[config.mk]
export PLATFORM = sky130hd
export DESIGN_NAME = tick_cmp_timer
export DESIGN_NICKNAME = d
export VERILOG_FILES = /design/src/rtl/tmr_pkg.sv /design/src/rtl/tmr_counter.sv /design/src/rtl/tmr_cmp.sv /design/src/rtl/tick_cmp_timer.sv
export SDC_FILE = /design/constraint.sdc
export NUM_CORES = 1
export LEC_CHECK = 0
export BUFFER_PORTS_ARGS = -buffer_cell sky130_fd_sc_hd__buf_2
export CORE_ASPECT_RATIO = 1.4
export CORE_MARGIN = 2
export CORE_UTILIZATION = 35
export CTS_CLUSTER_SIZE = 25
export DETAILED_ROUTE_END_ITERATION = 8
export PLACE_DENSITY = 0.61
export SYNTH_ARGS = -nofsm -noshare
export SYNTH_HDL_FRONTEND = slang
export SYNTH_SLANG_ARGS = --single-unit
[constraint.sdc]
create_clock -name clk -period 1.93 [get_ports clk]
set_input_delay 0 -clock clk [delete_from_list [all_inputs] [get_ports clk]]
set_output_delay 0 -clock clk [all_outputs]
set_load 0.005 [all_outputs]
[src/rtl/tmr_pkg.sv]
package tmr_pkg;
  localparam int ADDR_W   = 2;
  localparam logic [ADDR_W-1:0] A_CTRL = 2'd0;
  localparam logic [ADDR_W-1:0] A_CLO  = 2'd1;
  localparam logic [ADDR_W-1:0] A_CHI  = 2'd2;
  localparam logic [ADDR_W-1:0] A_CMP  = 2'd3;
  localparam int FLAG_BIT = 0;
  localparam int ARM_BIT  = 4;
endpackage

[src/rtl/tmr_counter.sv]
module tmr_counter #(
  parameter int DATA_W = 32,
  parameter int CNT_W  = 64
) (
  input  logic              clk,
  input  logic              rst_n,
  input  logic              tick_en,
  output logic [DATA_W-1:0] cnt_lo,
  output logic [CNT_W-DATA_W-1:0] cnt_hi
);
  localparam int HI_W = CNT_W - DATA_W;

  logic [DATA_W-1:0] lo_q, lo_d;
  logic [HI_W-1:0]   hi_q, hi_d;
  logic              lo_wrap;

  always_comb begin
    lo_wrap = &lo_q;
    lo_d    = lo_q;
    hi_d    = hi_q;
    if (tick_en) begin
      lo_d = lo_q + 1'b1;
      if (lo_wrap) hi_d = hi_q + 1'b1;
    end
  end

  always_ff @(posedge clk or negedge rst_n) begin
    if (!rst_n) begin
      lo_q <= '0;
      hi_q <= '0;
    end else if (tick_en) begin
      lo_q <= lo_d;
      hi_q <= hi_d;
    end
  end

  assign cnt_lo = lo_q;
  assign cnt_hi = hi_q;


  cnt_step_chk: assert property (@(posedge clk) disable iff (!rst_n)
    tick_en |=> {cnt_hi, cnt_lo} == $past({cnt_hi, cnt_lo}) + 1'b1);

  cnt_hold_chk: assert property (@(posedge clk) disable iff (!rst_n)
    !tick_en |=> $stable({cnt_hi, cnt_lo}));
endmodule

[src/rtl/tmr_cmp.sv]
module tmr_cmp #(
  parameter int DATA_W = 32
) (
  input  logic              clk,
  input  logic              rst_n,
  input  logic [DATA_W-1:0] cnt_lo,
  input  logic              cmp_wr,
  input  logic              ctrl_wr,
  input  logic [DATA_W-1:0] wdata,
  output logic [DATA_W-1:0] cmp_val,
  output logic              arm,
  output logic              flag
);
  import tmr_pkg::*;

  logic [DATA_W-1:0] cmp_q, cmp_d;
  logic arm_q, arm_d, flag_q, flag_d;
  logic hit, clr;

  always_comb begin
    hit    = arm_q && (cnt_lo == cmp_q);
    clr    = ctrl_wr && wdata[FLAG_BIT];
    cmp_d  = cmp_wr  ? wdata : cmp_q;
    arm_d  = ctrl_wr ? wdata[ARM_BIT] : arm_q;
    flag_d = hit | (flag_q & ~clr);
  end

  always_ff @(posedge clk or negedge rst_n) begin
    if (!rst_n) begin
      cmp_q  <= '0;
      arm_q  <= 1'b0;
      flag_q <= 1'b0;
    end else begin
      if (cmp_wr)  cmp_q <= cmp_d;
      if (ctrl_wr) arm_q <= arm_d;
      flag_q <= flag_d;
    end
  end

  assign cmp_val = cmp_q;
  assign arm     = arm_q;
  assign flag    = flag_q;


  match_set_chk: assert property (@(posedge clk) disable iff (!rst_n)
    (arm && cnt_lo == cmp_val) |=> flag);

  flag_sticky_chk: assert property (@(posedge clk) disable iff (!rst_n)
    (flag && !(ctrl_wr && wdata[FLAG_BIT])) |=> flag);

  flag_clear_chk: assert property (@(posedge clk) disable iff (!rst_n)
    (ctrl_wr && wdata[FLAG_BIT] && !(arm && cnt_lo == cmp_val)) |=> !flag);

  match_wins_chk: assert property (@(posedge clk) disable iff (!rst_n)
    (ctrl_wr && wdata[FLAG_BIT] && arm && cnt_lo == cmp_val) |=> flag);
endmodule

[src/rtl/tick_cmp_timer.sv]
module tick_cmp_timer #(
  parameter int DATA_W = 32,
  parameter int CNT_W  = 64
) (
  input  logic              clk,
  input  logic              rst_n,
  input  logic              tick_en,
  input  logic              wr_en,
  input  logic              rd_en,
  input  logic [1:0]        addr,
  input  logic [DATA_W-1:0] wdata,
  output logic [DATA_W-1:0] rdata,
  output logic              irq
);
  import tmr_pkg::*;
  localparam int HI_W = CNT_W - DATA_W;

  logic [DATA_W-1:0] cnt_lo, cmp_val, ctrl_word, rd_mux;
  logic [HI_W-1:0]   cnt_hi;
  logic              arm, flag, ctrl_wr, cmp_wr;

  tmr_counter #(.DATA_W(DATA_W), .CNT_W(CNT_W)) u_cnt (
    .clk(clk), .rst_n(rst_n), .tick_en(tick_en),
    .cnt_lo(cnt_lo), .cnt_hi(cnt_hi)
  );

  assign ctrl_wr = wr_en && (addr == A_CTRL);
  assign cmp_wr  = wr_en && (addr == A_CMP);

  tmr_cmp #(.DATA_W(DATA_W)) u_cmp (
    .clk(clk), .rst_n(rst_n), .cnt_lo(cnt_lo),
    .cmp_wr(cmp_wr), .ctrl_wr(ctrl_wr), .wdata(wdata),
    .cmp_val(cmp_val), .arm(arm), .flag(flag)
  );

  always_comb begin
    ctrl_word           = '0;
    ctrl_word[FLAG_BIT] = flag;
    ctrl_word[ARM_BIT]  = arm;
    unique case (addr)
      A_CTRL:  rd_mux = ctrl_word;
      A_CLO:   rd_mux = cnt_lo;
      A_CHI:   rd_mux = DATA_W'(cnt_hi);
      default: rd_mux = cmp_val;
    endcase
    rdata = rd_en ? rd_mux : '0;
  end

  assign irq = flag & arm;


  irq_masked_chk: assert property (@(posedge clk) disable iff (!rst_n)
    (ctrl_wr && !wdata[ARM_BIT]) |=> !irq);

  rdata_idle_chk: assert property (@(posedge clk) disable iff (!rst_n)
    !rd_en |-> rdata == '0);
endmodule

==> reports/metrics.csv <==
metric,value,unit
first_pass_iters,4,
die_h,152,um
cts-buffers-inserted,9,
route.detailed.wl_per_inst,18.0,um
dpl.hpwl,11900,um
yosys.area.top_type_share,44.9,%
n_antenna_cell,0,
synth_cell_types,34,
slew_viol_final,0,
max-slew-margin-rel,63.1,%
peakVddDrop,0.423,mV
failed_checks,negative setup slack,
cts_tree,built,
hp-class,input pin to asynchronous set/reset pin,
syn_area_per_cell,10.6,um2
grt_usage,20.2,%
cp_slowest_stage_delay,0.56,ns
root_buffer,clkbuf_16,
start_util,35.4,%
dp.cells,821,
nets,718,
fmax,517,MHz
fin_hold_ws,0.124,ns
crit_slowest_cell,or4_4,
leakage,3.33,nW
dp_slack,0.0329,ns
clock_latency,0.35,ns
grt_max_degree,43,
status,finished with violations,
synth.net_count,558,
final_cell_mix,"dfrtp_1, buf_4, buf_2",
setup_viol,1,
drcViolationCount,0,
fin_cells,878,
p_total,5.47,mW
clk_pin_slew_worst_paths,0.07,ns
antenna_found_initial,0,
grt_overflow_total,0,
synth_area_leaders,"dfrtp_1, mux2_2, xnor2_1",
dieWidth,110,um
ys_ff_latch,98,
power_density,757,nW/um2
tightest_slew,0.553,ns
critical_path.endpoint_type,register,
coreArea,15400,um2
fin_crit,1.93,ns
postLayoutCoreUtil,46.9,%
syn_inst,517,
dieArea,16600,um2
crit_required,2.15,ns
netlist_area,5460,um2
clock_skew,0.0113,ns
vias_per_cell,5.17,
synth_area_leader_cell,dfrtp_1,
drv_cap,0,
rsz0062_at_grt,yes,
grt_pass1_vias,4832,
numPortBuffers,71,
drt_iter0_drc,217,
htree_num_levels,3,
finalWirelength,15800,um
hold_viol,0,
area_growth,32.4,%
setup_slack,-0.00411,ns
reg2regPathDepth,6,
ys.warnings.count,0,
grt_pass1_wl,25300,um
ys_seq_area_share,44.9,%
crit_fanout,5,
crit_chain,"nand3_2, or4_4, nor4bb_4, buf_2, nand3_1, xnor2_1",
crit_type,register to register,
drive_gt1_share,34.5,%
ant_nets,0,
clock-sinks,98,
critPathLaunchType,register,
row_count,54,
vias,4542,
ioPinCount,72,
gp_congestion,0.886,
critPathArrivalTime,2.16,ns
fin_crit_sh,100,%
layout_commonest_cell,dfrtp_1,
clockBufferDepth,2,
cell usage after synthesis, drive strengths merged:
master   instances
o21ai            8
xor2            31
nor4            11
inv             13
ha               2
nor3            12
nor2            18
and4             4
nor4bb           1
mux4             2
clkbuf          18
and2             7
xnor2           60
buf             13
a22oi           30
nand4           30
o2111ai          1
nand3           19
nor2b           31
o2bb2ai          1
mux2            58
and3             7
nand3b           1
a22o             1
nor3b            1
dfrtp           98
or3              1
or4              2
nand2           36
flip-flops by register name, indices dropped and copies added (netlist names):
name and flops:
u_cnt.cnt_lo 32, u_cmp.arm 1, u_cmp.cmp_val 32, u_cmp.flag 1
u_cnt.cnt_hi 32
worst max-delay path, delay by kind of cell, from the launching register on:
kind / cells / cell delay, ns
xor+xnor: 1 / 0.15
buf+inv: 1 / 0.22
flops: 1 / 0.37
simple gates: 4 / 1.09
cells by family (layout without fill, tap and decap cells):
kind of cell             count (synthesis)  after routing  share of synthesized area [%]
multiplexers                            60             60                           12.8
AO/OA/AOI/OAI                           41             41                           5.34
flip-flops                              98             98                           44.9
XOR/XNOR                                91             91                           14.6
adder cells (fa/ha/maj)                  2              2                          0.458
buffers and inverters                   44            209                           3.19
AND/OR/NAND/NOR                        181            181                           18.7
path summary, 6_finish.rpt:
kind                                   from                end  slack, ns
max                        u_cnt.cnt_lo[12]   u_cnt.cnt_hi[11]     -0.004
min                                   rst_n   u_cnt.cnt_hi[23]       0.12
max reg2reg                u_cnt.cnt_lo[12]   u_cnt.cnt_hi[11]     -0.004
min reg2reg                u_cnt.cnt_hi[31]   u_cnt.cnt_hi[31]       0.49
max in group asynchronous             rst_n  u_cmp.cmp_val[12]       1.22
min in group clk                    addr[1]         u_cmp.flag       0.38
metrics by stage:
stage / setup TNS (ns) / area (um2)
4_1_cts: 0 / 7130
3_3_place_gp: 0 / 6460
5_1_grt: -0.825 / 7230
6_report: -0.00411 / 7230
3_5_place_dp: 0 / 6460
2_1_floorplan: 0 / 5460
metal layers:
layer  vias to the layer above  part of all wire [%]  GRT usage (%)
met5                         -                     0              0
met4                         0                   2.8           7.59
met3                        28                   3.4           2.78
met2                       104                    55           37.0
met1                      2286                    38           23.7
li1                       2124                     -              -
layout make-up:
type,instances,area (um2)
inverter,13,48.8
sequential,98,2450
fill,1444,8180
clock inverter,3,46.3
clock buffer,13,270
tap,196,245
timing repair buffer,180,1270
multi-input combinational,375,2890
where the power goes:
group | total [mW] | internal [mW] | switching [mW] | leakage [nW]
Combinational | 1.11 | 0.600 | 0.506 | 1.93
Clock | 1.89 | 1.11 | 0.775 | 0.152
Sequential | 2.47 | 2.26 | 0.217 | 1.25
Total | 5.47 | 3.97 | 1.50 | 3.33
timing repair:
| item | CTS | global route |
|---|---|---|
| endpoints found under the hold margin | 136 | 0 |
| hold buffers | 35 | 0 |
| setup endpoints to repair | 0 | 23 |
| setup buffers | 0 | 5 |
| gates resized for setup | 0 | 10 |
No activity file was read; power rests on OpenSTA's default activity.
